==> config.mk <==
export PLATFORM = sky130hd
export DESIGN_NAME = dn_timer
export DESIGN_NICKNAME = d
export VERILOG_FILES = /design/src/rtl/dn_timer_pkg.sv /design/src/rtl/dn_timer_regs.sv /design/src/rtl/dn_timer_presc.sv /design/src/rtl/dn_timer_core.sv /design/src/rtl/dn_timer.sv
export SDC_FILE = /design/constraint.sdc
export NUM_CORES = 1
export LEC_CHECK = 0
export BUFFER_PORTS_ARGS = -buffer_cell sky130_fd_sc_hd__buf_2
export CAP_MARGIN = 5
export CORE_AREA = 4 4 125 127
export CTS_CLUSTER_DIAMETER = 50
export DETAILED_ROUTE_END_ITERATION = 10
export DIE_AREA = 0 0 129 131
export MAX_ROUTING_LAYER = met4
export PLACE_DENSITY = 0.63
export REMOVE_ABC_BUFFERS = 1
export SETUP_SLACK_MARGIN = 0.1
export SKIP_CTS_REPAIR_TIMING = 1
export SLEW_MARGIN = 20
export SYNTH_ARGS = -nofsm -noshare
export SYNTH_HDL_FRONTEND = slang
export SYNTH_SLANG_ARGS = --single-unit
==> constraint.sdc <==
create_clock -name clk -period 8.13 [get_ports clk]
set_input_delay 0.813 -clock clk [delete_from_list [all_inputs] [get_ports clk]]
set_output_delay 0.813 -clock clk [all_outputs]
set_load 0.01 [all_outputs]
==> src/rtl/dn_timer_pkg.sv <==
package dn_timer_pkg;

    typedef enum logic [1:0] {
        ST_IDLE    = 2'd0,
        ST_RUN     = 2'd1,
        ST_EXPIRED = 2'd2
    } run_state_t;

    typedef struct packed {
        logic       en;
        logic       periodic;
        logic       ie;
        logic       rsvd;
        logic [1:0] presc;
        logic       wide;
        logic       oneshot;
    } mode_word_t;

    localparam int OFS_LIMIT_NOW   = 0;
    localparam int OFS_COUNT       = 1;
    localparam int OFS_MODE        = 2;
    localparam int OFS_ACK         = 3;
    localparam int OFS_PEND_RAW    = 4;
    localparam int OFS_PEND_MSK    = 5;
    localparam int OFS_LIMIT_DEFER = 6;

    localparam logic [7:0] MODE_RESET    = 8'h20;
    localparam logic [7:0] MODE_WR_MASK  = 8'hEF;

endpackage

==> src/rtl/dn_timer_regs.sv <==
module dn_timer_regs
    import dn_timer_pkg::*;
#(
    parameter int ADDR_W = 8,
    parameter int DATA_W = 32
) (
    input  logic              clk,
    input  logic              rst_n,
    input  logic [ADDR_W-1:0] addr_i,
    input  logic              wr_en_i,
    input  logic [DATA_W-1:0] wr_data_i,
    input  logic              rd_en_i,
    input  logic [DATA_W-1:0] cnt_view_i,
    input  logic              hit_i,
    output mode_word_t        mode_o,
    output logic [DATA_W-1:0] limit_o,
    output logic              load_now_o,
    output logic              presc_restart_o,
    output logic              raw_o,
    output logic [DATA_W-1:0] rd_data_o,
    output logic              irq_o
);

    localparam int IDX_W = ADDR_W - 2;

    logic [IDX_W-1:0]  word_idx;
    logic              aligned;
    logic              sel_now, sel_mode, sel_ack, sel_defer;
    mode_word_t        mode_q;
    logic [DATA_W-1:0] limit_q;
    logic              raw_q;

    assign word_idx  = addr_i[ADDR_W-1:2];
    assign aligned   = (addr_i[1:0] == 2'b00);
    assign sel_now   = aligned && (word_idx == IDX_W'(OFS_LIMIT_NOW));
    assign sel_mode  = aligned && (word_idx == IDX_W'(OFS_MODE));
    assign sel_ack   = aligned && (word_idx == IDX_W'(OFS_ACK));
    assign sel_defer = aligned && (word_idx == IDX_W'(OFS_LIMIT_DEFER));

    assign load_now_o      = wr_en_i && sel_now;
    assign presc_restart_o = wr_en_i && sel_mode && (wr_data_i[3:2] != mode_q.presc);

    always_ff @(posedge clk or negedge rst_n) begin
        if (!rst_n) begin
            mode_q  <= mode_word_t'(MODE_RESET);
            limit_q <= '0;
        end else if (wr_en_i) begin
            if (sel_mode) begin
                mode_q <= mode_word_t'(wr_data_i[7:0] & MODE_WR_MASK);
            end
            if (sel_now || sel_defer) begin
                limit_q <= wr_data_i;
            end
        end
    end

    // Pending flag: a zero-reaching step outranks a same-cycle clear.
    always_ff @(posedge clk or negedge rst_n) begin
        if (!rst_n) begin
            raw_q <= 1'b0;
        end else if (hit_i) begin
            raw_q <= 1'b1;
        end else if (wr_en_i && sel_ack) begin
            raw_q <= 1'b0;
        end
    end

    always_comb begin
        rd_data_o = '0;
        if (rd_en_i && aligned) begin
            case (word_idx)
                IDX_W'(OFS_LIMIT_NOW),
                IDX_W'(OFS_LIMIT_DEFER): rd_data_o = limit_q;
                IDX_W'(OFS_COUNT):       rd_data_o = cnt_view_i;
                IDX_W'(OFS_MODE):        rd_data_o = {{(DATA_W-8){1'b0}}, mode_q};
                IDX_W'(OFS_PEND_RAW):    rd_data_o = {{(DATA_W-1){1'b0}}, raw_q};
                IDX_W'(OFS_PEND_MSK):    rd_data_o = {{(DATA_W-1){1'b0}}, raw_q & mode_q.ie};
                default:                 rd_data_o = '0;
            endcase
        end
    end

    assign mode_o  = mode_q;
    assign limit_o = limit_q;
    assign raw_o   = raw_q;
    assign irq_o   = raw_q & mode_q.ie;

endmodule

==> src/rtl/dn_timer_presc.sv <==
module dn_timer_presc #(
    parameter int SH_MID = 4,
    parameter int SH_HI  = 8
) (
    input  logic       clk,
    input  logic       rst_n,
    input  logic       tick_i,
    input  logic       run_i,
    input  logic [1:0] code_i,
    input  logic       restart_i,
    output logic       step_o
);

    localparam int PRE_W = SH_HI;
    localparam logic [PRE_W-1:0] LIM_MID = PRE_W'((1 << SH_MID) - 1);
    localparam logic [PRE_W-1:0] LIM_HI  = PRE_W'((1 << SH_HI) - 1);

    logic [PRE_W-1:0] pre_q;
    logic [PRE_W-1:0] lim;
    logic             at_lim;

    always_comb begin
        case (code_i)
            2'd1:    lim = LIM_MID;
            2'd2:    lim = LIM_HI;
            default: lim = '0;
        endcase
    end

    assign at_lim = (pre_q == lim);
    assign step_o = run_i && tick_i && at_lim;

    always_ff @(posedge clk or negedge rst_n) begin
        if (!rst_n) begin
            pre_q <= '0;
        end else if (restart_i) begin
            pre_q <= '0;
        end else if (run_i && tick_i) begin
            pre_q <= at_lim ? '0 : pre_q + 1'b1;
        end
    end

endmodule

==> src/rtl/dn_timer_core.sv <==
module dn_timer_core
    import dn_timer_pkg::*;
#(
    parameter int DATA_W   = 32,
    parameter int NARROW_W = 16
) (
    input  logic              clk,
    input  logic              rst_n,
    input  logic              en_i,
    input  logic              periodic_i,
    input  logic              oneshot_i,
    input  logic              wide_i,
    input  logic [DATA_W-1:0] limit_i,
    input  logic              load_now_i,
    input  logic [DATA_W-1:0] load_data_i,
    input  logic              step_i,
    output logic [DATA_W-1:0] cnt_view_o,
    output logic              hit_o,
    output logic              run_o,
    output run_state_t        state_o
);

    localparam logic [DATA_W-1:0] FULL_MASK   = '1;
    localparam logic [DATA_W-1:0] NARROW_MASK = {{(DATA_W-NARROW_W){1'b0}}, {NARROW_W{1'b1}}};

    run_state_t        state_q, state_d;
    logic [DATA_W-1:0] cnt_q;
    logic [DATA_W-1:0] mask, cnt_eff, reload_val, next_val;
    logic              free_mode, at_zero, stuck, live_step, advance, expire;

    assign mask       = wide_i ? FULL_MASK : NARROW_MASK;
    assign cnt_eff    = cnt_q & mask;
    assign free_mode  = !periodic_i && !oneshot_i;
    assign reload_val = free_mode ? mask : (limit_i & mask);
    assign at_zero    = (cnt_eff == '0);
    assign next_val   = at_zero ? reload_val : ((cnt_eff - 1'b1) & mask);
    assign stuck      = oneshot_i && at_zero;
    assign live_step  = step_i && (state_q == ST_RUN) && !load_now_i;
    assign advance    = live_step && !stuck;
    assign expire     = live_step && oneshot_i && (stuck || next_val == '0);

    // State register
    always_ff @(posedge clk or negedge rst_n) begin
        if (!rst_n) begin
            state_q <= ST_IDLE;
        end else begin
            state_q <= state_d;
        end
    end

    // Transitions: start, halt, expire, rearm
    always_comb begin
        state_d = state_q;
        unique case (state_q)
            ST_IDLE: begin
                if (en_i) state_d = ST_RUN;
            end
            ST_RUN: begin
                if (!en_i)       state_d = ST_IDLE;
                else if (expire) state_d = ST_EXPIRED;
            end
            ST_EXPIRED: begin
                if (!en_i)                        state_d = ST_IDLE;
                else if (load_now_i || !oneshot_i) state_d = ST_RUN;
            end
            default: state_d = ST_IDLE;
        endcase
    end

    // Outputs of the state machine
    always_comb begin
        run_o = (state_q == ST_RUN);
        hit_o = advance && (next_val == '0);
    end

    always_ff @(posedge clk or negedge rst_n) begin
        if (!rst_n) begin
            cnt_q <= '0;
        end else if (load_now_i) begin
            cnt_q <= load_data_i;
        end else if (advance) begin
            cnt_q <= next_val;
        end else if (expire) begin
            cnt_q <= '0;
        end
    end

    assign cnt_view_o = cnt_eff;
    assign state_o    = state_q;

endmodule

==> src/rtl/dn_timer.sv <==
module dn_timer
    import dn_timer_pkg::*;
#(
    parameter int ADDR_W   = 8,
    parameter int DATA_W   = 32,
    parameter int NARROW_W = 16,
    parameter int SH_MID   = 4,
    parameter int SH_HI    = 8
) (
    input  logic              clk,
    input  logic              rst_n,
    input  logic              tick_i,
    input  logic [ADDR_W-1:0] addr_i,
    input  logic              wr_en_i,
    input  logic [DATA_W-1:0] wr_data_i,
    input  logic              rd_en_i,
    output logic [DATA_W-1:0] rd_data_o,
    output logic              irq_o
);

    mode_word_t        mode;
    logic [DATA_W-1:0] limit;
    logic [DATA_W-1:0] cnt_view;
    logic              load_now, presc_restart, raw, hit, step, run;
    run_state_t        state;

    dn_timer_regs #(.ADDR_W(ADDR_W), .DATA_W(DATA_W)) u_regs (
        .clk             (clk),
        .rst_n           (rst_n),
        .addr_i          (addr_i),
        .wr_en_i         (wr_en_i),
        .wr_data_i       (wr_data_i),
        .rd_en_i         (rd_en_i),
        .cnt_view_i      (cnt_view),
        .hit_i           (hit),
        .mode_o          (mode),
        .limit_o         (limit),
        .load_now_o      (load_now),
        .presc_restart_o (presc_restart),
        .raw_o           (raw),
        .rd_data_o       (rd_data_o),
        .irq_o           (irq_o)
    );

    dn_timer_presc #(.SH_MID(SH_MID), .SH_HI(SH_HI)) u_presc (
        .clk       (clk),
        .rst_n     (rst_n),
        .tick_i    (tick_i),
        .run_i     (run),
        .code_i    (mode.presc),
        .restart_i (presc_restart),
        .step_o    (step)
    );

    dn_timer_core #(.DATA_W(DATA_W), .NARROW_W(NARROW_W)) u_core (
        .clk         (clk),
        .rst_n       (rst_n),
        .en_i        (mode.en),
        .periodic_i  (mode.periodic),
        .oneshot_i   (mode.oneshot),
        .wide_i      (mode.wide),
        .limit_i     (limit),
        .load_now_i  (load_now),
        .load_data_i (wr_data_i),
        .step_i      (step),
        .cnt_view_o  (cnt_view),
        .hit_o       (hit),
        .run_o       (run),
        .state_o     (state)
    );

endmodule

==> flow_summary.toml <==
[status]
status = "finished clean"

[layout]
nFillCells = 1438
seq_area_um2 = 2050
layout-drive-gt1-share = 0.232
areaGrowthSynthToFinish_pct = 15.5
fin_area_um2 = 6440
multiInputGateArea_um2 = 3310
diodes = 0
nNetsFinal = 739

[die]
initial_core_util = 0.386
core_um2 = 14400
io_pins = 78
dieWidth_um = 129
die-area_um2 = 16900
num_rows = 44
die_y_um = 131

[worst_setup_path]
path_cells = "o41ai_1, nand4_1, or3_1, nor3_1, a21oi_1, a2111oi_0, and4_1, nor2_1"
crit_required_ns = 8.37
path_class = "reg2reg"
critPathMaxFanout = 15
cp-end-kind = "flip-flop"
worstSetupStartpointType = "flip-flop"
cpPeakStageDelay_ns = 0.95
cp.arrival_ns = 4.21
cp_slowest_cell = "a2111oi_0"
reg2regPathDepth = 8

[pwr]
total_leakage_power_nw = 2.80
power-per-cell-area_nw_per_um2 = 240
irDropWorstVdd_mv = 0.129

[timing]
worstMarginPinSlew_ns = 1.03
rsz0062_at_grt = "false"
setup_viol = 0
tns_ns = 0
hold_viol_final = 0
drv_slew = 0
post-route-period-util = 0.488
fmax_mhz = 252
worst_slack_ns = 4.16
slew_headroom = 0.297
min_period_ns = 3.97
skew_ns = 0.0125

[yosys]
ys.flop_type = "dfrtp_1"
synth_area_um2 = 5570
synth_edf_count = 0
post-synth-top-area-cell = "dfrtp_1"
synth.area.top_cells = "dfrtp_1, mux2_2, nor2_1, a22oi_1, clkbuf_1"
synth_cells = 640
ys_types = 63
yosysSeqAreaShare = 0.369
async_flop_share = 1.00
synth.ff_latch_count = 82
ys_warn_count = 0
yosys.area.top_type_share = 0.364
syn_area_per_cell_um2 = 8.70

[worst_hold_path]
min_path_type = "in2async"

[cts]
cts_root_buffer = "clkbuf_16"
clock_path_buffers = 2
cts_tree = "done"
clock_latency_ns = 0.35
clk_pin_slew_ns = 0.07
cts_sinks = 82
h-tree-depth = 3
cts_buffers = 9

[drt]
firstDrtPassIters = 5
drtAntennaViolNets = 0
drc = 0
vias_per_cell = 6.31
wire_per_inst_um = 20.5
via_count = 5544
drt_iter0_drc = 612
finalWirelength_mm = 18.0

[global_route]
gr-total-overflow = 0
track_usage = 0.222
grt_pass1_vias = 5564
grt_pass1_wl_mm = 29.2
grt_max_degree = 83
antenna_found_initial = 0

[placement]
place_congestion = 0.977
io_buffer_count = 77
placed_area_um2 = 6110
hpwl_mm = 12.2
place_worst_setup_slack_ns = 4.29

[run]
max-cap-violations = 0
## report_power, final
part | switching (W) | leakage [nW] | internal (W)
Combinational | 0.000348 | 1.53 | 0.000211
Clock | 0.000164 | 0.157 | 0.000286
Sequential | 0.0000760 | 1.11 | 0.000456
Total | 0.000589 | 2.80 | 0.000954
## per-layer routing
layer,track usage,share of wire,vias to the layer above
met4,0.0574,0.018,0
li1,-,-,2567
met5,-,0,-
met1,0.288,0.44,2709
met3,0.0419,0.075,21
met2,0.358,0.47,247
## synth_stat cells (all sizes together) (6+ instances only)
master  count
nor2       72
o22ai      12
nor3       13
a22oi      25
and3       14
dfrtp      81
buf         6
or2         8
mux2       40
or3        13
nand2      44
nor4       14
nand3      34
o311ai     12
a222oi      6
o41ai       8
nand4      13
and2        6
o211ai      6
or4        11
xnor2       9
xor2        8
o31ai      11
o21ai      19
a21oi      26
a31oi       7
clkbuf     47
a221o       8
## cells in the final DEF (no fill, tap or decap), types with 4 or more instances in the layout
cell | netlist | layout
o211ai_1 | 6 | 6
inv_1 | 5 | 5
o41ai_1 | 8 | 8
xor2_1 | 8 | 8
or4_1 | 11 | 11
a22oi_1 | 25 | 25
nand3_1 | 34 | 34
buf_4 | 0 | 15
a222oi_1 | 6 | 6
xnor2_1 | 9 | 9
a31oi_1 | 7 | 7
nor4_1 | 13 | 13
o21ai_0 | 19 | 19
nor3b_1 | 5 | 5
nor3_1 | 13 | 11
nor2_1 | 72 | 72
nand4_1 | 13 | 13
dfrtp_1 | 81 | 81
o22ai_1 | 12 | 12
o311ai_0 | 12 | 12
o31ai_1 | 11 | 11
clkbuf_16 | 0 | 9
or3_1 | 13 | 13
a31o_2 | 4 | 4
and2_1 | 5 | 5
ha_1 | 4 | 4
nor4b_1 | 5 | 5
nand2_1 | 44 | 44
a21oi_1 | 26 | 26
and3_1 | 14 | 14
a221o_1 | 8 | 8
or2_2 | 6 | 6
nand3b_1 | 5 | 5
mux2_2 | 40 | 40
buf_2 | 3 | 76
## worst max-delay path: cells and delay by family (launching register included)
family           cells  cell delay, ns
AND/OR/NAND/NOR      5            1.74
flip-flops           1            0.47
AO/OA/AOI/OAI        3            1.66
## state kept, by name (all words and copies together), names as in the netlist
name and cells:
u_core.cnt_q 32, u_regs.limit_o 32, u_presc.pre_q 8, u_regs.mode_o 7, u_core.state_o 2, u_regs.raw_o 1
## layout make-up
class                   instances  share of cell area
repair buffers                 92              0.0783
flip-flops and latches         82               0.319
clock inverters                 2             0.00933
well taps                     184              0.0358
multi-input cells             500               0.514
inverters                       5             0.00292
clock buffers                  14              0.0410
## through the flow
stage	cells	utilization	hold slack (ns)	total power (W)
6_report	879	0.446	0.510	0.00154
5_1_grt	879	0.446	0.561	0.00163
4_1_cts	879	0.446	0.534	0.00153
3_5_place_dp	863	0.423	0.521	0.00108
3_3_place_gp	863	0.423	0.515	0.00107
2_1_floorplan	587	-	0.468	0.000896
## cells by family after synthesis
kind of cell | Yosys count | share of synthesized area
flops | 82 | 0.369
mux | 40 | 0.0809
xor+xnor | 17 | 0.0267
fa+ha+maj | 4 | 0.00899
simple gates | 270 | 0.254
compound gates | 169 | 0.221
buf+inv | 58 | 0.0398
## worst paths after layout
kind,startpoint,endpoint,slack (ns)
min in group clk,u_regs.mode_o[6]$_DFFE_PN0P_,u_regs.mode_o[6]$_DFFE_PN0P_,0.54
min reg2reg,u_regs.mode_o[6]$_DFFE_PN0P_,u_regs.mode_o[6]$_DFFE_PN0P_,0.54
min,rst_n,u_regs.limit_o[25]$_DFFE_PN0P_,0.51
max in group asynchronous,rst_n,u_core.cnt_q[3]$_DFFE_PN0P_,7.05
max,u_core.cnt_q[27]$_DFFE_PN0P_,u_core.state_o[0]$_DFFE_PN0P_,4.16
max reg2reg,u_core.cnt_q[27]$_DFFE_PN0P_,u_core.state_o[0]$_DFFE_PN0P_,4.16
Power figures use the tool's default switching activity.
